<file path="src/rtl/twi_regs_pkg.sv">
package twi_regs_pkg;

  typedef enum logic [2:0] {
    ST_IDLE,
    ST_RX,
    ST_ACKW,
    ST_ACK,
    ST_TX,
    ST_MACK
  } twi_state_e;

  typedef enum logic [1:0] {
    BK_ADDR,
    BK_INSTR,
    BK_DATA,
    BK_EXTRA
  } byte_kind_e;

  localparam logic [1:0] TGT_VOL  = 2'b00;
  localparam logic [1:0] TGT_NV   = 2'b01;
  localparam logic [1:0] TGT_CTRL = 2'b10;

  localparam int CTL_WEL  = 0;
  localparam int CTL_RWEL = 1;
  localparam int CTL_LOCK = 2;

endpackage

</file>
<file path="src/rtl/twi_line_sync.sv">
module twi_line_sync (
  input  logic clk,
  input  logic rst_n,
  input  logic scl_i,
  input  logic sda_i,
  input  logic wprot_i,
  output logic scl_s,
  output logic sda_s,
  output logic wprot_s,
  output logic scl_rise,
  output logic scl_fall,
  output logic start_stb,
  output logic stop_stb
);

  logic scl_m, scl_q, scl_p;
  logic sda_m, sda_q, sda_p;
  logic wp_m, wp_q;

  always_ff @(posedge clk or negedge rst_n) begin
    if (!rst_n) begin
      scl_m <= 1'b1;
      scl_q <= 1'b1;
      scl_p <= 1'b1;
      sda_m <= 1'b1;
      sda_q <= 1'b1;
      sda_p <= 1'b1;
      wp_m  <= 1'b0;
      wp_q  <= 1'b0;
    end else begin
      scl_m <= scl_i;
      scl_q <= scl_m;
      scl_p <= scl_q;
      sda_m <= sda_i;
      sda_q <= sda_m;
      sda_p <= sda_q;
      wp_m  <= wprot_i;
      wp_q  <= wp_m;
    end
  end

  assign scl_s     = scl_q;
  assign sda_s     = sda_q;
  assign wprot_s   = wp_q;
  assign scl_rise  = scl_q & ~scl_p;
  assign scl_fall  = ~scl_q & scl_p;
  assign start_stb = scl_q & scl_p & sda_p & ~sda_q;
  assign stop_stb  = scl_q & scl_p & ~sda_p & sda_q;

endmodule

</file>
<file path="src/rtl/twi_slave_fsm.sv">
module twi_slave_fsm
  import twi_regs_pkg::*;
#(
  parameter logic [6:0] SLV_ADDR = 7'h2C
) (
  input  logic       clk,
  input  logic       rst_n,
  input  logic       scl_s,
  input  logic       scl_rise,
  input  logic       scl_fall,
  input  logic       sda_s,
  input  logic       start_stb,
  input  logic       stop_stb,
  input  logic       busy_i,
  input  logic [7:0] rd_data_i,
  output logic       sda_pull_o,
  output logic       wr_stb_o,
  output logic [7:0] instr_o,
  output logic [7:0] wr_data_o
);

  twi_state_e st_q, st_n;
  byte_kind_e kind_q, kind_n;
  logic [3:0] cnt_q, cnt_n;
  logic [7:0] sh_q, sh_n;
  logic [7:0] instr_q, instr_n;
  logic       rw_q, rw_n;
  logic       ack_q, ack_n;
  logic       pull_q, pull_n;
  logic [7:0] rx_byte;
  logic       last_bit;

  assign rx_byte  = {sh_q[6:0], sda_s};
  assign last_bit = (cnt_q == 4'd7);

  always_comb begin
    st_n    = st_q;
    kind_n  = kind_q;
    cnt_n   = cnt_q;
    sh_n    = sh_q;
    instr_n = instr_q;
    rw_n    = rw_q;
    ack_n   = ack_q;
    pull_n  = pull_q;
    if (start_stb) begin
      st_n   = ST_RX;
      kind_n = BK_ADDR;
      cnt_n  = 4'd0;
      pull_n = 1'b0;
    end else if (stop_stb) begin
      st_n   = ST_IDLE;
      pull_n = 1'b0;
    end else begin
      case (st_q)
        ST_RX: if (scl_rise) begin
          sh_n  = rx_byte;
          cnt_n = cnt_q + 4'd1;
          if (last_bit) begin
            st_n = ST_ACKW;
            case (kind_q)
              BK_ADDR: begin
                ack_n = (rx_byte[7:1] == SLV_ADDR) && !busy_i;
                rw_n  = rx_byte[0];
              end
              BK_INSTR: begin
                ack_n   = 1'b1;
                instr_n = rx_byte;
              end
              BK_DATA: ack_n = 1'b1;
              default: ack_n = 1'b0;
            endcase
          end
        end
        ST_ACKW: if (scl_fall) begin
          pull_n = ack_q;
          st_n   = ST_ACK;
        end
        ST_ACK: if (scl_fall) begin
          pull_n = 1'b0;
          cnt_n  = 4'd0;
          if (!ack_q) begin
            st_n = ST_IDLE;
          end else begin
            case (kind_q)
              BK_ADDR: begin
                if (rw_q) begin
                  st_n   = ST_TX;
                  pull_n = ~rd_data_i[7];
                  sh_n   = {rd_data_i[6:0], 1'b0};
                  cnt_n  = 4'd1;
                end else begin
                  st_n   = ST_RX;
                  kind_n = BK_INSTR;
                end
              end
              BK_INSTR: begin
                st_n   = ST_RX;
                kind_n = BK_DATA;
              end
              default: begin
                st_n   = ST_RX;
                kind_n = BK_EXTRA;
              end
            endcase
          end
        end
        ST_TX: if (scl_fall) begin
          if (cnt_q == 4'd8) begin
            pull_n = 1'b0;
            st_n   = ST_MACK;
          end else begin
            pull_n = ~sh_q[7];
            sh_n   = {sh_q[6:0], 1'b0};
            cnt_n  = cnt_q + 4'd1;
          end
        end
        ST_MACK: if (scl_rise) st_n = ST_IDLE;
        default: st_n = ST_IDLE;
      endcase
    end
  end

  always_ff @(posedge clk or negedge rst_n) begin
    if (!rst_n) begin
      st_q    <= ST_IDLE;
      kind_q  <= BK_ADDR;
      cnt_q   <= 4'd0;
      sh_q    <= 8'h00;
      instr_q <= 8'h00;
      rw_q    <= 1'b0;
      ack_q   <= 1'b0;
      pull_q  <= 1'b0;
    end else begin
      st_q    <= st_n;
      kind_q  <= kind_n;
      cnt_q   <= cnt_n;
      sh_q    <= sh_n;
      instr_q <= instr_n;
      rw_q    <= rw_n;
      ack_q   <= ack_n;
      pull_q  <= pull_n;
    end
  end

  assign sda_pull_o = pull_q;
  assign instr_o    = instr_q;
  assign wr_data_o  = rx_byte;
  assign wr_stb_o   = (st_q == ST_RX) && scl_rise && last_bit && (kind_q == BK_DATA);

  AST_SDA_MOVES_SCL_LOW: assert property (@(posedge clk) disable iff (!rst_n)
    !$stable(pull_q) |-> !scl_s);

  AST_EXTRA_BYTE_NACK: assert property (@(posedge clk) disable iff (!rst_n)
    (st_q == ST_ACK && kind_q == BK_EXTRA) |-> !pull_q);

endmodule

</file>
<file path="src/rtl/twi_reg_bank.sv">
module twi_reg_bank
  import twi_regs_pkg::*;
#(
  parameter int NUM_DCP = 2,
  parameter int WIPER_W = 8,
  parameter logic [NUM_DCP*WIPER_W-1:0] RST_POS = '0,
  parameter int NV_CYCLES = 2000
) (
  input  logic                       clk,
  input  logic                       rst_n,
  input  logic                       wr_stb_i,
  input  logic [7:0]                 instr_i,
  input  logic [7:0]                 wr_data_i,
  input  logic                       stop_stb_i,
  input  logic                       wprot_i,
  output logic [7:0]                 rd_data_o,
  output logic                       busy_o,
  output logic [NUM_DCP*WIPER_W-1:0] wiper_o
);

  localparam int SEL_W = (NUM_DCP > 1) ? $clog2(NUM_DCP) : 1;
  localparam int CNT_W = $clog2(NV_CYCLES + 1);
  localparam logic [CNT_W-1:0] CNT_LOAD = CNT_W'(NV_CYCLES - 1);

  logic [1:0]       tgt;
  logic [SEL_W-1:0] sel;
  logic             rsvd_ok;
  logic             wiper_ok, wiper_we, shadow_we, ctl_we, lock_nv;
  logic             wel_q, wel_n, rwel_q, rwel_n, lock_q, lock_n;
  logic             pend_q, pend_n, busy_q, busy_n;
  logic [CNT_W-1:0] cnt_q, cnt_n;
  logic [NUM_DCP*WIPER_W-1:0] shadow_flat;

  assign tgt       = instr_i[7:6];
  assign sel       = instr_i[SEL_W-1:0];
  assign rsvd_ok   = (instr_i[5:SEL_W] == '0);
  assign wiper_ok  = wel_q & ~lock_q & ~wprot_i;
  assign wiper_we  = wr_stb_i & rsvd_ok & ~tgt[1] & wiper_ok;
  assign shadow_we = wiper_we & (tgt == TGT_NV);
  assign ctl_we    = wr_stb_i & rsvd_ok & (tgt == TGT_CTRL);

  always_comb begin
    wel_n   = wel_q;
    rwel_n  = rwel_q;
    lock_n  = lock_q;
    lock_nv = 1'b0;
    if (ctl_we) begin
      if (wr_data_i == 8'h00) begin
        wel_n  = 1'b0;
        rwel_n = 1'b0;
      end else if (wr_data_i[CTL_RWEL]) begin
        rwel_n = wel_q;
      end else if (wel_q && rwel_q) begin
        rwel_n = 1'b0;
        if (!wprot_i) begin
          lock_n  = wr_data_i[CTL_LOCK];
          lock_nv = 1'b1;
        end
      end else begin
        wel_n = wel_q | wr_data_i[CTL_WEL];
      end
    end
  end

  always_comb begin
    pend_n = pend_q;
    busy_n = busy_q;
    cnt_n  = cnt_q;
    if (stop_stb_i) pend_n = 1'b0;
    else if (shadow_we || lock_nv) pend_n = 1'b1;
    if (busy_q) begin
      if (cnt_q == '0) busy_n = 1'b0;
      else cnt_n = cnt_q - 1'b1;
    end else if (stop_stb_i && pend_q) begin
      busy_n = 1'b1;
      cnt_n  = CNT_LOAD;
    end
  end

  always_ff @(posedge clk or negedge rst_n) begin
    if (!rst_n) begin
      wel_q  <= 1'b0;
      rwel_q <= 1'b0;
      lock_q <= 1'b0;
      pend_q <= 1'b0;
      busy_q <= 1'b0;
      cnt_q  <= '0;
    end else begin
      wel_q  <= wel_n;
      rwel_q <= rwel_n;
      lock_q <= lock_n;
      pend_q <= pend_n;
      busy_q <= busy_n;
      cnt_q  <= cnt_n;
    end
  end

  for (genvar g = 0; g < NUM_DCP; g++) begin : g_dcp
    logic               hit;
    logic [WIPER_W-1:0] wip_q, wip_n, shd_q, shd_n;

    assign hit = (sel == SEL_W'(g));

    always_comb begin
      wip_n = wip_q;
      shd_n = shd_q;
      if (wiper_we && hit)  wip_n = wr_data_i[WIPER_W-1:0];
      if (shadow_we && hit) shd_n = wr_data_i[WIPER_W-1:0];
    end

    always_ff @(posedge clk or negedge rst_n) begin
      if (!rst_n) begin
        wip_q <= RST_POS[g*WIPER_W +: WIPER_W];
        shd_q <= RST_POS[g*WIPER_W +: WIPER_W];
      end else begin
        wip_q <= wip_n;
        shd_q <= shd_n;
      end
    end

    assign wiper_o[g*WIPER_W +: WIPER_W]     = wip_q;
    assign shadow_flat[g*WIPER_W +: WIPER_W] = shd_q;
  end

  always_comb begin
    rd_data_o = 8'h00;
    if (rsvd_ok) begin
      case (tgt)
        TGT_VOL:  rd_data_o[WIPER_W-1:0] = wiper_o[int'(sel)*WIPER_W +: WIPER_W];
        TGT_NV:   rd_data_o[WIPER_W-1:0] = shadow_flat[int'(sel)*WIPER_W +: WIPER_W];
        TGT_CTRL: rd_data_o = {5'b00000, lock_q, rwel_q, wel_q};
        default:  rd_data_o = 8'h00;
      endcase
    end
  end

  assign busy_o = busy_q;

  AST_NO_WRITE_BUSY: assert property (@(posedge clk) disable iff (!rst_n)
    busy_q |-> !wr_stb_i);

  AST_VOL_KEEPS_SHADOW: assert property (@(posedge clk) disable iff (!rst_n)
    (wr_stb_i && tgt == TGT_VOL) |=> $stable(shadow_flat));

  AST_NO_WEL_NO_WIPER: assert property (@(posedge clk) disable iff (!rst_n)
    (wr_stb_i && !tgt[1] && !wel_q) |=> $stable(wiper_o));

  AST_LOCK_FREEZES: assert property (@(posedge clk) disable iff (!rst_n)
    (wr_stb_i && !tgt[1] && lock_q) |=> $stable(wiper_o));

  AST_PIN_FREEZES: assert property (@(posedge clk) disable iff (!rst_n)
    (wr_stb_i && !tgt[1] && wprot_i) |=> $stable(wiper_o) && $stable(lock_q));

  AST_LATCH_NO_BUSY: assert property (@(posedge clk) disable iff (!rst_n)
    (stop_stb_i && !busy_q && !pend_q) |=> !busy_q);

endmodule

</file>
<file path="src/rtl/twi_wiper_ctrl.sv">
module twi_wiper_ctrl #(
  parameter logic [6:0] SLV_ADDR = 7'h2C,
  parameter int NUM_DCP = 2,
  parameter int WIPER_W = 8,
  parameter logic [NUM_DCP*WIPER_W-1:0] RST_POS = 16'h4020,
  parameter int NV_CYCLES = 2000
) (
  input  logic                       clk,
  input  logic                       rst_n,
  input  logic                       scl_i,
  input  logic                       sda_i,
  output logic                       sda_pull_o,
  input  logic                       wprot_i,
  output logic [NUM_DCP*WIPER_W-1:0] wiper_o,
  output logic                       nv_busy_o
);

  logic [1:0] rst_pipe;
  logic       rst_ns;
  logic       scl_s, sda_s, wprot_s, scl_rise, scl_fall, start_stb, stop_stb;
  logic       busy, wr_stb;
  logic [7:0] instr, wr_data, rd_data;

  always_ff @(posedge clk or negedge rst_n) begin
    if (!rst_n) rst_pipe <= 2'b00;
    else        rst_pipe <= {rst_pipe[0], 1'b1};
  end
  assign rst_ns = rst_pipe[1];

  twi_line_sync i_sync (
    .clk       (clk),
    .rst_n     (rst_ns),
    .scl_i     (scl_i),
    .sda_i     (sda_i),
    .wprot_i   (wprot_i),
    .scl_s     (scl_s),
    .sda_s     (sda_s),
    .wprot_s   (wprot_s),
    .scl_rise  (scl_rise),
    .scl_fall  (scl_fall),
    .start_stb (start_stb),
    .stop_stb  (stop_stb)
  );

  twi_slave_fsm #(.SLV_ADDR(SLV_ADDR)) i_fsm (
    .clk        (clk),
    .rst_n      (rst_ns),
    .scl_s      (scl_s),
    .scl_rise   (scl_rise),
    .scl_fall   (scl_fall),
    .sda_s      (sda_s),
    .start_stb  (start_stb),
    .stop_stb   (stop_stb),
    .busy_i     (busy),
    .rd_data_i  (rd_data),
    .sda_pull_o (sda_pull_o),
    .wr_stb_o   (wr_stb),
    .instr_o    (instr),
    .wr_data_o  (wr_data)
  );

  twi_reg_bank #(
    .NUM_DCP   (NUM_DCP),
    .WIPER_W   (WIPER_W),
    .RST_POS   (RST_POS),
    .NV_CYCLES (NV_CYCLES)
  ) i_regs (
    .clk        (clk),
    .rst_n      (rst_ns),
    .wr_stb_i   (wr_stb),
    .instr_i    (instr),
    .wr_data_i  (wr_data),
    .stop_stb_i (stop_stb),
    .wprot_i    (wprot_s),
    .rd_data_o  (rd_data),
    .busy_o     (busy),
    .wiper_o    (wiper_o)
  );

  assign nv_busy_o = busy;

endmodule

</file>
<file path="config.mk">
export PLATFORM = sky130hd
export DESIGN_NAME = twi_wiper_ctrl
export DESIGN_NICKNAME = d
export VERILOG_FILES = /design/src/rtl/twi_regs_pkg.sv /design/src/rtl/twi_line_sync.sv /design/src/rtl/twi_slave_fsm.sv /design/src/rtl/twi_reg_bank.sv /design/src/rtl/twi_wiper_ctrl.sv
export SDC_FILE = /design/constraint.sdc
export NUM_CORES = 1
export LEC_CHECK = 0
export BUFFER_PORTS_ARGS = -buffer_cell sky130_fd_sc_hd__buf_2
export CELL_PAD_IN_SITES_DETAIL_PLACEMENT = 0
export CELL_PAD_IN_SITES_GLOBAL_PLACEMENT = 2
export CORE_MARGIN = 5
export CORE_UTILIZATION = 35
export DETAILED_ROUTE_END_ITERATION = 6
export PLACE_DENSITY = 0.73
export SETUP_SLACK_MARGIN = 0.02
export SLEW_MARGIN = 20
export SYNTH_ARGS = -nofsm -noshare
export SYNTH_HDL_FRONTEND = slang
export SYNTH_HIERARCHICAL = 1
export SYNTH_SLANG_ARGS = --single-unit
</file>
<file path="constraint.sdc">
create_clock -name clk -period 3.5 [get_ports clk]
set_input_delay 0.175 -clock clk [delete_from_list [all_inputs] [get_ports clk]]
set_output_delay 0.175 -clock clk [all_outputs]
set_load 0.02 [all_outputs]
</file>
=== Yosys cells after proc, flatten, opt, wreduce, memory -nomap -nowiden ===
Index checks and enable logic that the tools add are counted.
W data, S select, Z words.

* Add/sub/neg operators: 2
* Div/mod/pow operators: 0
* $mul: 0
* Eq/ne operators: 35
* Magnitude comparators: 0
* Multiplexer cells: 70
* Bitwise logic cells: 29
* Reductions and logical operators: 39
* Shift-type cells: 2

{| class="wikitable"
|+ Operators with widths
! cell !! count
|-
| $mux W8 || 8
|-
| $pmux W8 S3 || 2
|-
| $mux W3 || 12
|-
| $mux W11 || 3
|-
| $mux W4 || 8
|-
| $shiftx A16 B5 Y8 || 2
|-
| $ne A4 B2 Y1 const B || 7
|-
| $mux W1 || 26
|-
| $reduce_and A6 Y1 || 3
|-
| $ne A2 B1 Y1 const B || 8
|-
| $pmux W3 S5 || 1
|-
| $reduce_and A5 Y1 || 3
|-
| $and A1 B1 Y1 || 14
|-
| $not A1 Y1 || 14
|-
| $mux W2 || 6
|-
| $pmux W4 S3 || 1
|-
| $logic_not A11 Y1 || 1
|-
| $sub A11 B1 Y11 const B || 1
|-
| $logic_and A1 B1 Y1 || 10
|-
| $reduce_and A10 Y1 || 1
|-
| $reduce_bool A2 Y1 || 5
|-
| $ne A3 B1 Y1 const B || 3
|-
| $logic_not A8 Y1 || 1
|-
| $eq A7 B6 Y1 const B || 1
|-
| 26 further kinds || 36
|}

* Output and inout port bits: 18
* Bits in writable memories: 0
* Flip-flop bits (word level): 86
* ROM bits: 0
* Memories kept: 0
* Bits in latches: 0
* Word-level logic and storage cells: 204
* Bits of input ports: 5

=== Longest topological paths before layout ===
Gate-level depths: netlist of the first run.

* Word-level depth: 12
* Depth in mapped cells: 8
* Mapped depth without buffers: 8

=== Modules after synthesis ===
Netlist of the first run, hierarchy kept.

{| class="wikitable"
|+ By module, submodules not included
! module !! cells an instance !! times used !! area each (um2) !! sequential area each (um2)
|-
| twi_reg_bank || 183 || 1 || 2362.3 || 1206.2
|-
| twi_slave_fsm || 171 || 1 || 1751.7 || 700.7
|-
| twi_line_sync || 12 || 1 || 240.2 || 207.7
|-
| twi_wiper_ctrl || 3 || 1 || 53.8 || 50.0
|}

=== Worst setup path after synthesis of the first run ===
Ideal clock, no wire load.

* Path kind: reg-to-reg
* Start point: register i_sync.scl_q, in the netlist i_sync/scl_s
* End point: register i_regs.g_dcp[0].shd_q[0]
* Slack: 0.605 ns
* Required time: 3.375 ns
* Path buffers: 0
* Arrival time: 2.770 ns
* Cell stages (with the launch flop): 9
* Setup time: 0.125 ns
* Period minus slack after synthesis: 2.895 ns
* Path through: dfstp_2 > nor2b_1 > nand2b_4 > nor4b_4 > and2_1 > nor4bb_1 > nand4_1 > nor2_1 > mux2_2

* Word-level cells in the longest chain between the ends: 9

{| class="wikitable"
|+ RTL lines
! element !! line !! RTL
|-
| start, declared || twi_line_sync.sv:16 || <nowiki>logic scl_m, scl_q, scl_p;</nowiki>
|-
| start signal, assigned || twi_line_sync.sv:32 || <nowiki>scl_q <= scl_m;</nowiki>
|-
| $and A1 B1 Y1 || twi_line_sync.sv:45 || <nowiki>assign scl_rise = scl_q & ~scl_p;</nowiki>
|-
| net scl_rise || twi_wiper_ctrl.sv:20 || <nowiki>logic scl_s, sda_s, wprot_s, scl_rise, scl_fall, start_stb, stop_stb;</nowiki>
|-
| $logic_and A1 B1 Y1 (3 in series) || twi_slave_fsm.sv:148 || <nowiki>assign wr_stb_o = (st_q == ST_RX) && scl_rise && last_bit && (kind_q == BK_DATA);</nowiki>
|-
| net wr_stb || twi_wiper_ctrl.sv:21 || <nowiki>logic busy, wr_stb;</nowiki>
|-
| $and A1 B1 Y1 (3 in series) || twi_reg_bank.sv:38 || <nowiki>assign wiper_we = wr_stb_i & rsvd_ok & ~tgt[1] & wiper_ok;</nowiki>
|-
| $and A1 B1 Y1 || twi_reg_bank.sv:39 || <nowiki>assign shadow_we = wiper_we & (tgt == TGT_NV);</nowiki>
|-
| $logic_and A1 B1 Y1 || twi_reg_bank.sv:108 || <nowiki>if (shadow_we && hit) shd_n = wr_data_i[WIPER_W-1:0];</nowiki>
|-
| end signal, assigned || twi_reg_bank.sv:114 || <nowiki>shd_q <= RST_POS[g*WIPER_W +: WIPER_W];</nowiki>
|-
| end signal, assigned || twi_reg_bank.sv:117 || <nowiki>shd_q <= shd_n;</nowiki>
|-
| end, declared || twi_reg_bank.sv:100 || <nowiki>logic [WIPER_W-1:0] wip_q, wip_n, shd_q, shd_n;</nowiki>
|}

The timed path passes the listed nets, and every way through them passes these cells.
A chain may end at the register's enable or synchronous reset.

=== Worst setup path after layout of the first run ===
* Start point: register i_sync.scl_q, in the netlist i_sync/scl_s
* End point: register i_regs.g_dcp[0].wip_q[6]

* Word-level cells in the longest chain between the ends: 8

{| class="wikitable"
|+ RTL lines
! element !! line !! RTL
|-
| $and A1 B1 Y1 || twi_line_sync.sv:45 ||
|-
| net scl_rise || twi_wiper_ctrl.sv:20 ||
|-
| $logic_and A1 B1 Y1 (3 in series) || twi_slave_fsm.sv:148 ||
|-
| net wr_stb || twi_wiper_ctrl.sv:21 ||
|-
| $and A1 B1 Y1 (3 in series) || twi_reg_bank.sv:38 ||
|-
| $logic_and A1 B1 Y1 || twi_reg_bank.sv:107 || <nowiki>if (wiper_we && hit) wip_n = wr_data_i[WIPER_W-1:0];</nowiki>
|-
| end signal, assigned || twi_reg_bank.sv:113 || <nowiki>wip_q <= RST_POS[g*WIPER_W +: WIPER_W];</nowiki>
|-
| end signal, assigned || twi_reg_bank.sv:116 || <nowiki>wip_q <= wip_n;</nowiki>
|-
| end, declared || twi_reg_bank.sv:100 ||
|}

The timed path passes the listed nets, and every way through them passes these cells.

==> results of run 1 <==
-- power by group through the flow --
stage          clock network (uW)  registers, uW  logic [uW]
2_1_floorplan                   0           1140         221
3_3_place_gp                    0           1250         163
3_5_place_dp                    0           1250         168
4_1_cts                      1020           1230         172
5_1_grt                      1060           1240         213
6_report                      991           1220         180
-- layer usage --
metal,share of wire (%),GRT usage (%),routed length (um),vias to the layer above
li1,-,-,-,1381
met1,50,19.96,4704,1467
met2,46,20.82,4382,36
met3,2.2,2.627,209,12
met4,1.9,6.088,184,0
met5,0,0,0,-
-- timing repair --
action                                  in CTS  in global routing
gates resized for setup                      0                  1
endpoints found under the hold margin        5                  0
endpoints found under the setup margin       0                 15
buffers inserted                             0                  1
hold buffers                                 4                  0
-- metrics by stage --
step	power (uW)	instance area [um^2]	util, %
4_1_cts	2428	5001	40.12
3_3_place_gp	1414	4651	37.31
2_1_floorplan	1361	4408	-
6_report	2393	5035	40.39
5_1_grt	2517	5035	40.39
3_5_place_dp	1419	4651	37.31
-- final timing paths --
kind / to / depth (start not counted) / slack [ps] / start
max: i_regs/g_dcp[0].wip_q[6]$_DFFE_PN0P_ / 7 / 470 / i_sync/scl_s$_DFF_PN1_
max reg2reg: i_regs/g_dcp[0].wip_q[6]$_DFFE_PN0P_ / 7 / 470 / i_sync/scl_s$_DFF_PN1_
min: rst_pipe[1]$_DFF_PN0_ / 2 / 160 / rst_n
max in group asynchronous: i_fsm/cnt_q[0]$_DFFE_PN0P_ / 2 / 2390 / rst_pipe[1]$_DFF_PN0_
min in group clk: i_sync/wprot_s$_DFF_PN0_ / 0 / 350 / i_sync/wp_m$_DFF_PN0_
min reg2reg: i_regs/cnt_q[9]$_DFFE_PN0P_ / 0 / 300 / rst_pipe[1]$_DFF_PN0_
-- state kept, by name, indices dropped and copies added, names as in the netlist, 2 cells and up --
name and cells:
i_regs/g_dcp.shd_q 16, i_fsm/instr_o 8, i_fsm/kind_q 2, rst_pipe 2, i_regs/cnt_q 11, i_fsm/cnt_q 4
i_fsm/sh_q 8, i_regs/g_dcp.wip_q 16, i_fsm/st_q 3
-- cells by family after synthesis --
| group | after synthesis |
|---|---|
| and+or+nand+nor | 126 |
| DFF | 86 |
| muxes | 69 |
| AOI/OAI and AO/OA | 46 |
| buffers and inverters | 30 |
| adders and majority gates | 10 |
| other | 1 |
| xor gates and xnor gates | 1 |
-- cells in the mapped netlist (all sizes together), types with 5 or more instances --
cell type  number
nor2           21
o31ai           5
nand3          11
nand2          33
mux2i           8
mux2           53
nor2b           5
o21ai           7
and2            9
clkbuf          8
ha             10
nor3            6
dfrtp          76
dfstp          10
inv            10
mux4            8
a21oi          14
buf            12
-- layout make-up --
cell class	count	area, um^2
Clock inverter	5	67.56
Clock buffer	11	242.7
Fill cell	1218	7431
Multi-Input combinational cell	253	2096
Inverter	10	37.54
Sequential cell	86	2168
Timing Repair Buffer	32	207.7
Tap cell	172	215.2
-- critical path: cells and delay by family (launching register included) --
kind | cells | cell delay (ps)
flip-flops | 1 | 560
multiplexers | 1 | 380
AND/OR/NAND/NOR | 6 | 1970
==> qor.yml, run 1 <==
outcome: "complete, no violations"
max_freq_mhz: 330.4
worst_pin_slew_ps: 719.2
timing.setup.tns_ps: 0
ios: 23
synth_compound_area_share_pct: 6.812
async_flop_share_pct: 100.0
placedCellCount: 547
p_int_uw: 1734
peakVddDrop_v: 0.0002804
setup_violations: 0
grt_pass1_vias: 2915
worstSkewPairLatency_ps: 340
fp.dieW_um: 122.2
fin_cells: 569
fp-row-count: 41
core_area_um2: 12470
yosys.area.top_type: "dfrtp_1"
n_antenna_cell: 0
ys_warn_count: 6
cts_root_buf: "clkbuf_16"
dp_slack_ps: 282.9
path_max_fanout: 8
dr.first_iter.drc_count: 140
synthMuxAreaShare_pct: 20.12
slowest_stage: "dfstp_2"
gp_congestion: 0.7205
hold_viol: 0
clock_power_share_pct: 41.4
ys.flop_type: "dfrtp_1"
avgViaCountPerCell: 5.090
worst_setup_path_end_kind: "flop"
cts_buffers: 9
rsz0062_at_grt: "no"
p_switching_uw: 658.6
initial_core_util_pct: 35.36
synth-xor-area-share_pct: 0.1987
slew_viol_final: 0
dieArea_um2: 14940
synth_edf_count: 0
cp-start-kind: "flop"
synthToLayoutAreaGrowth_pct: 14.22
antenna_found_initial: 0
final.setup_skew_ps: 7.979
max_stage_delay_ps: 560
synth_top_family_by_area: "multiplexers"
portBuffers: 22
postSynthAreaPerCell_um2: 11.95
place_hpwl_mm: 6.418
fin_crit_sh_pct: 86.48
netlist_instances: 369
synth_area_leaders: "dfrtp_1, mux2_2, dfstp_2, mux4_2, mux2_1"
ys_types: 57
synth-seq-cells: 86
netlist_area_um2: 4408
nNetsFinal: 407
globalRouteOverflowTotal: 0
grt_use_total_pct: 14.00
drc: 0
cts_tree: "yes"
maxCapViolCount: 0
yosys.area_share.adder_pct: 2.838
grt_max_degree: 76
powerDensity_nw_per_um2: 475.3
hold_path_class: "input port to asynchronous set/reset pin"
cellLeakagePower_uw: 0.002369
crit_chain: "nor2b_1 > nand2b_4 > nor4b_4 > and2_1 > nor4bb_2 > and3b_1 > mux2_2"
fp.dieH_um: 122.2
path_class: "flop to flop"
relSlewSlack_pct: 51.61
worst_slack_ps: 473.1
grt_pass1_wl_mm: 16.14
ys_seq_area_share_pct: 49.11
final_common_cell: "dfrtp_1"
wl_per_cell_um: 16.66
vias: 2896
clk_pin_slew_ps: 70
detail-route-antenna-nets: 0
synth_top_area_share_pct: 43.15
finalCriticalPeriod_ps: 3027
final_cell_mix: "dfrtp_1, nand2_1, mux2_2, buf_2, nor2_1"
hold_slack_ps: 155.6
first_pass_iters: 4
clock-sinks: 86
clockBufferDepth: 2
cp.required_ps: 3730
wl_mm: 9.481
synth-simple-area-share_pct: 17.34
p_comb_share_pct: 7.5
arrival_ps: 3260
swShare_pct: 27.52
pwr-share-seq_pct: 51.0
drive_above_1_share_pct: 28.72
htreeDepth: 3
synth_nets: 384
Power figures use the tool's default switching activity.
==> inputs of run 2 (changes only) <==
==> constraint.sdc (replaced) <==
create_clock -name clk -period 3.5 [get_ports clk]
set_input_delay 0.35 -clock clk [delete_from_list [all_inputs] [get_ports clk]]
set_output_delay 0.35 -clock clk [all_outputs]
set_load 0.02 [all_outputs]
==> qor.yml, run 2 (synthesis gave the netlist of run 1 again) <==
clock_power_share_pct: 41.5  # was 41.4%
p_int_uw: 1732  # was 1734 uW
setup_violations: 0  # unchanged
arrival_ps: 3260  # about the same
fp.dieW_um: 122.2  # unchanged
hold_start: "scl_i"
rsz0062_at_grt: "no"  # unchanged
cellLeakagePower_uw: 0.002357  # was 0.002369 uW
grt_pass1_vias: 2910  # was 2915
wl_per_cell_um: 16.76  # was 16.66 um
wl_mm: 9.487  # was 9.481 mm
finalCriticalPeriod_ps: 3025  # was 3027 ps
core_area_um2: 12470  # unchanged
portBuffers: 22  # unchanged
clock-sinks: 86  # unchanged
grt_max_degree: 76  # unchanged
nNetsFinal: 404  # was 407
ff2ff_setup_slack_ps: 480  # was 470 ps
avgViaCountPerCell: 5.124  # was 5.090
timing.setup.tns_ps: 0  # unchanged
final_common_cell: "dfrtp_1"  # unchanged
hold_slack_ps: 101.4  # was 155.6 ps
worst_setup_path_end_kind: "flop"  # unchanged
slew_viol_final: 0  # unchanged
cts_tree: "yes"  # unchanged
nFillCells: 1221  # was 1218
dieArea_um2: 14940  # unchanged
gp_congestion: 0.7205  # unchanged
outcome: "complete, no violations"  # unchanged
worstSkewPairLatency_ps: 340  # about the same
ios: 23  # unchanged
grt_use_total_pct: 13.99  # was 14.00%
whs_path_depth: 1
hold_path_class: "input port to flop"  # was input port to asynchronous set/reset pin
initial_core_util_pct: 35.36  # unchanged
max_freq_mhz: 330.6  # was 330.4 MHz
p_switching_uw: 657.9  # was 658.6 uW
cp.required_ps: 3730  # about the same
clockBufferDepth: 2  # unchanged
path_class: "flop to flop"  # unchanged
fp.dieH_um: 122.2  # unchanged
utilization_pct: 40.15  # was 40.39%
fp-row-count: 41  # unchanged
cts_root_buf: "clkbuf_16"  # unchanged
rr_endpoint: "i_regs/g_dcp[0].wip_q[6]$_DFFE_PN0P_"  # unchanged
top_regs: "i_regs/g_dcp.shd_q x16, i_regs/g_dcp.wip_q x16, i_regs/cnt_q x11"  # unchanged
swShare_pct: 27.53  # was 27.52%
first_pass_iters: 4  # unchanged
htreeDepth: 3  # unchanged
antenna_found_initial: 0  # unchanged
fin_crit_sh_pct: 86.41  # was 86.48%
globalRouteOverflowTotal: 0  # unchanged
final.setup_skew_ps: 7.950  # was 7.979 ps
cp-start-kind: "flop"  # unchanged
n_antenna_cell: 0  # unchanged
worst_pin_slew_ps: 719.2  # unchanged
relSlewSlack_pct: 51.61  # unchanged
detail-route-antenna-nets: 0  # unchanged
clk_pin_slew_ps: 70  # about the same
pwr-share-seq_pct: 51.1  # was 51.0%
final_cell_mix: "dfrtp_1, nand2_1, mux2_2, buf_2, nor2_1"  # unchanged
maxCapViolCount: 0  # unchanged
peakVddDrop_v: 0.0002804  # about the same
dr.first_iter.drc_count: 170  # was 140
r2r-start: "i_sync/scl_s$_DFF_PN1_"  # unchanged
grt_pass1_wl_mm: 16.13  # was 16.14 mm
drive_above_1_share_pct: 28.93  # was 28.72%
drc: 0  # unchanged
place_hpwl_mm: 6.418  # unchanged
synthToLayoutAreaGrowth_pct: 13.54  # was 14.22%
powerDensity_nw_per_um2: 477.6  # was 475.3 nW/um^2
p_comb_share_pct: 7.4  # was 7.5%
vias: 2900  # was 2896
min_to: "i_sync/scl_m$_DFF_PN1_"
ff2ff_path_depth: 7  # unchanged
hold_viol: 0  # unchanged
path_max_fanout: 8  # unchanged
cts_buffers: 9  # unchanged
-- run 2: changes by cell type in the layout (fill, tap and decap cells not counted) --
| cell | before | now |
|---|---|---|
| dlygate4sd3_1 | 4 | 1 |
-- run 2: critical path, stage by stage, from the launching register on --
cell and delay, ps:
dfstp_2 560, nor2b_1 320, nand2b_4 90, nor4b_4 340, and2_1 260, nor4bb_2 460
and3b_1 500, mux2_2 380
-- run 2: worst max path at each step --
stage / from / end / slack [ps] / cells past startpoint
6_report: i_sync/scl_s$_DFF_PN1_ / i_regs/g_dcp[0].wip_q[6]$_DFFE_PN0P_ / 480 / 7
5_1_grt: i_sync/scl_s$_DFF_PN1_ / i_regs/g_dcp[0].shd_q[1]$_DFFE_PN0P_ / 160 / 9
4_1_cts: i_sync/scl_s$_DFF_PN1_ / i_regs/g_dcp[1].shd_q[1]$_DFFE_PN0P_ / 270 / 7
3_5_place_dp: i_sync/scl_s$_DFF_PN1_ / i_regs/g_dcp[1].shd_q[1]$_DFFE_PN0P_ / 280 / 7
3_3_place_gp: i_sync/scl_s$_DFF_PN1_ / i_regs/g_dcp[1].shd_q[4]$_DFFE_PN0P_ / 430 / 7
2_1_floorplan: i_sync/scl_s$_DFF_PN1_ / i_regs/g_dcp[0].shd_q[0]$_DFFE_PN0P_ / 610 / 8
-- run 2: cell type report --
| type | count | area, um^2 | share of cell area, % |
|---|---|---|---|
| inverters | 10 | 37.54 | 0.7500 |
| multi-input cells | 253 | 2096 | 41.88 |
| clock inverters | 5 | 67.56 | 1.350 |
| well taps | 172 | 215.2 | 4.300 |
| clock buffers | 11 | 242.7 | 4.850 |
| flip-flops and latches | 86 | 2168 | 43.33 |
| repair buffers | 29 | 177.7 | 3.550 |
-- run 2: power groups by stage --
stage / Sequential [uW] / Combinational [uW] / Clock (uW)
floorplan: 1140 / 221 / 0
global placement: 1250 / 163 / 0
detailed placement: 1250 / 168 / 0
CTS: 1230 / 170 / 1020
global route: 1240 / 210 / 1060
finish: 1220 / 178 / 991
-- run 2: stage by stage --
stage	std cells	cell area [um^2]	setup WS [ps]	total power [uW]
3_5_place_dp	547	4651	282.9	1419
2_1_floorplan	369	4408	605.4	1361
6_report	566	5005	475.5	2390
5_1_grt	566	5005	157.1	2514
4_1_cts	564	4971	270.6	2425
3_3_place_gp	547	4651	427.4	1414
-- run 2: per-layer routing --
metal  track usage [%]  routed length [um]  vias up
met3             2.719                 246       12
met4             6.088                 184        0
met1             19.88                4679     1471
met5                 0                   0        -
li1                  -                   -     1377
met2             20.82                4376       40
-- run 2: repair_timing --
item	in CTS	in global routing
hold buffers	1	0
hold endpoints to repair	2	0
buffers inserted	0	1
gates resized for setup	0	1
setup endpoints to repair	0	15
==> inputs of run 3 (changes only) <==
--- a/config.mk
+++ b/config.mk
@@ -10,8 +10,10 @@
 export CELL_PAD_IN_SITES_GLOBAL_PLACEMENT = 2
 export CORE_MARGIN = 5
 export CORE_UTILIZATION = 35
+export CTS_CLUSTER_DIAMETER = 100
 export DETAILED_ROUTE_END_ITERATION = 6
-export PLACE_DENSITY = 0.73
+export HOLD_SLACK_MARGIN = 0.1
+export PLACE_DENSITY = 0.72
 export SETUP_SLACK_MARGIN = 0.02
 export SLEW_MARGIN = 20
 export SYNTH_ARGS = -nofsm -noshare
==> qor.yml, run 3 (synthesis gave the netlist of run 1 again) <==
portBuffers: 22  # unchanged
rsz0062_at_grt: "no"  # unchanged
final_cell_mix: "dfrtp_1, nand2_1, mux2_2, buf_2, nor2_1"  # unchanged
fp.dieW_um: 122.2  # unchanged
clockBufferDepth: 2  # unchanged
cts_buffers: 9  # unchanged
p_comb_share_pct: 7.7  # was 7.4%
cts.repair.resized: 0  # unchanged
p_switching_uw: 666.3  # was 657.9 uW
final_area_um2: 4994  # was 5005 um^2
cellLeakagePower_uw: 0.002350  # was 0.002357 uW
hold_slack_ps: 120.0  # was 101.4 ps
swShare_pct: 28.63  # was 27.53%
clock_power_share_pct: 39.8  # was 41.5%
cts_tree: "yes"  # unchanged
grt_pass1_vias: 2887  # was 2910
max_stage_delay_ps: 560  # about the same
slew_viol_final: 0  # unchanged
hold_viol: 0  # unchanged
crit_start: "i_sync/scl_s$_DFF_PN1_"  # unchanged
htreeDepth: 3  # unchanged
detail-route-antenna-nets: 0  # unchanged
max_freq_mhz: 339.8  # was 330.6 MHz
synthToLayoutAreaGrowth_pct: 13.28  # was 13.54%
drive_above_1_share_pct: 28.35  # was 28.93%
cts_root_buf: "clkbuf_16"  # unchanged
clock-sinks: 86  # unchanged
dieArea_um2: 14940  # unchanged
final_common_cell: "dfrtp_1"  # unchanged
nNetsFinal: 405  # was 404
powerDensity_nw_per_um2: 466.0  # was 477.6 nW/um^2
initial_core_util_pct: 35.36  # unchanged
r2r-start: "i_sync/scl_s$_DFF_PN1_"  # unchanged
relSlewSlack_pct: 52.11  # was 51.61%
peakVddDrop_v: 0.0002236  # was 0.0002804 V
grt_pass1_wl_mm: 16.29  # was 16.13 mm
place_hpwl_mm: 6.411  # was 6.418 mm
drc: 0  # unchanged
finalCriticalPeriod_ps: 2943  # was 3025 ps
dr.first_iter.drc_count: 119  # was 170
core_area_um2: 12470  # unchanged
avgViaCountPerCell: 5.062  # was 5.124
grt_use_total_pct: 14.22  # was 13.99%
top_regs: "i_regs/g_dcp.shd_q x16, i_regs/g_dcp.wip_q x16, i_regs/cnt_q x11"  # unchanged
path_max_fanout: 8  # unchanged
wl_mm: 9.663  # was 9.487 mm
final.setup_skew_ps: 8.698  # was 7.950 ps
fp.dieH_um: 122.2  # unchanged
path_class: "flop to flop"  # unchanged
ios: 23  # unchanged
timing.setup.tns_ps: 0  # unchanged
vias: 2870  # was 2900
worst_setup_path_end_kind: "flop"  # unchanged
fin_crit_sh_pct: 84.09  # was 86.41%
antenna_found_initial: 0  # unchanged
grt_max_degree: 85  # was 76
worst_pin_slew_ps: 712.8  # was 719.2 ps
maxCapViolCount: 0  # unchanged
first_pass_iters: 4  # unchanged
pwr-share-seq_pct: 52.5  # was 51.1%
arrival_ps: 3170  # was 3260 ps
cp.required_ps: 3730  # about the same
slowest_stage: "dfstp_2"  # unchanged
p_int_uw: 1661  # was 1732 uW
worstSkewPairLatency_ps: 340  # about the same
hold_path_class: "input port to flop"  # unchanged
setup_violations: 0  # unchanged
n_antenna_cell: 0  # unchanged
outcome: "complete, no violations"  # unchanged
cp-start-kind: "flop"  # unchanged
fp-row-count: 41  # unchanged
clk_pin_slew_ps: 70  # about the same
wl_per_cell_um: 17.04  # was 16.76 um
hold_start: "sda_i"  # was scl_i
place_area_um2: 4651  # unchanged
globalRouteOverflowTotal: 0  # unchanged
crit_chain: "nor2b_1 > nand2b_4 > nor4b_4 > and2_1 > nor4bb_1 > buf_4 > nand4_1 > mux2_2"  # was nor2b_1 > nand2b_4 > nor4b_4 > and2_1 > nor4bb_2 > and3b_1 > mux2_2
gp_congestion: 0.7564  # was 0.7205
## run 3: cell type report
cell class | count | area, um^2
Clock buffer | 11 | 242.7
Clock inverter | 5 | 42.54
Fill cell | 1203 | 7472
Inverter | 10 | 37.54
Multi-Input combinational cell | 253 | 2090
Sequential cell | 86 | 2168
Tap cell | 172 | 215.2
Timing Repair Buffer | 30 | 197.7
## run 3: routing by layer
layer | track usage (%) | share of wire (%) | vias up
li1 | - | - | 1374
met1 | 21.06 | 52 | 1444
met3 | 2.673 | 2.9 | 9
met2 | 20.51 | 44 | 43
met5 | 0 | 0 | -
met4 | 5.668 | 1.6 | 0
## run 3: power by group through the flow
stage          Clock (uW)  Combinational (uW)  Sequential (uW)
4_1_cts               953                 166             1240
5_1_grt               993                 207             1240
6_report              926                 180             1220
3_3_place_gp            0                 160             1260
2_1_floorplan           0                 221             1140
3_5_place_dp            0                 163             1260
## run 3: worst max-delay path, delay by kind of cell (launching register included)
| kind | cells | cell delay, ps |
|---|---|---|
| buf+inv | 1 | 180 |
| flops | 1 | 560 |
| mux | 1 | 430 |
| simple gates | 6 | 1680 |
## run 3: timing repair
| item | 4_1_cts | 5_1_grt |
|---|---|---|
| endpoints found under the hold margin | 4 | 0 |
| buffers inserted | 0 | 0 |
| hold buffers | 3 | 0 |
## run 3: final timing paths
kind	end	slack, ps	cells after the start
max	i_regs/g_dcp[1].shd_q[5]$_DFFE_PN0P_	560	8
min	i_sync/sda_m$_DFF_PN1_	120	1
max reg2reg	i_regs/g_dcp[1].shd_q[5]$_DFFE_PN0P_	560	8
min reg2reg	i_regs/cnt_q[9]$_DFFE_PN0P_	260	0
max in group asynchronous	i_regs/g_dcp[0].shd_q[5]$_DFFE_PN1P_	2570	1
min in group asynchronous	i_regs/cnt_q[9]$_DFFE_PN0P_	260	0
## run 3: through the flow
stage | power (uW) | instances | utilization (%) | worst slack (ps)
finish | 2327 | 567 | 40.06 | 556.7
global route | 2441 | 567 | 40.06 | 380.7
CTS | 2357 | 566 | 39.84 | 546.6
detailed placement | 1419 | 547 | 37.31 | 571.2
global placement | 1416 | 547 | 37.31 | 612.8
floorplan | 1361 | 369 | - | 605.4
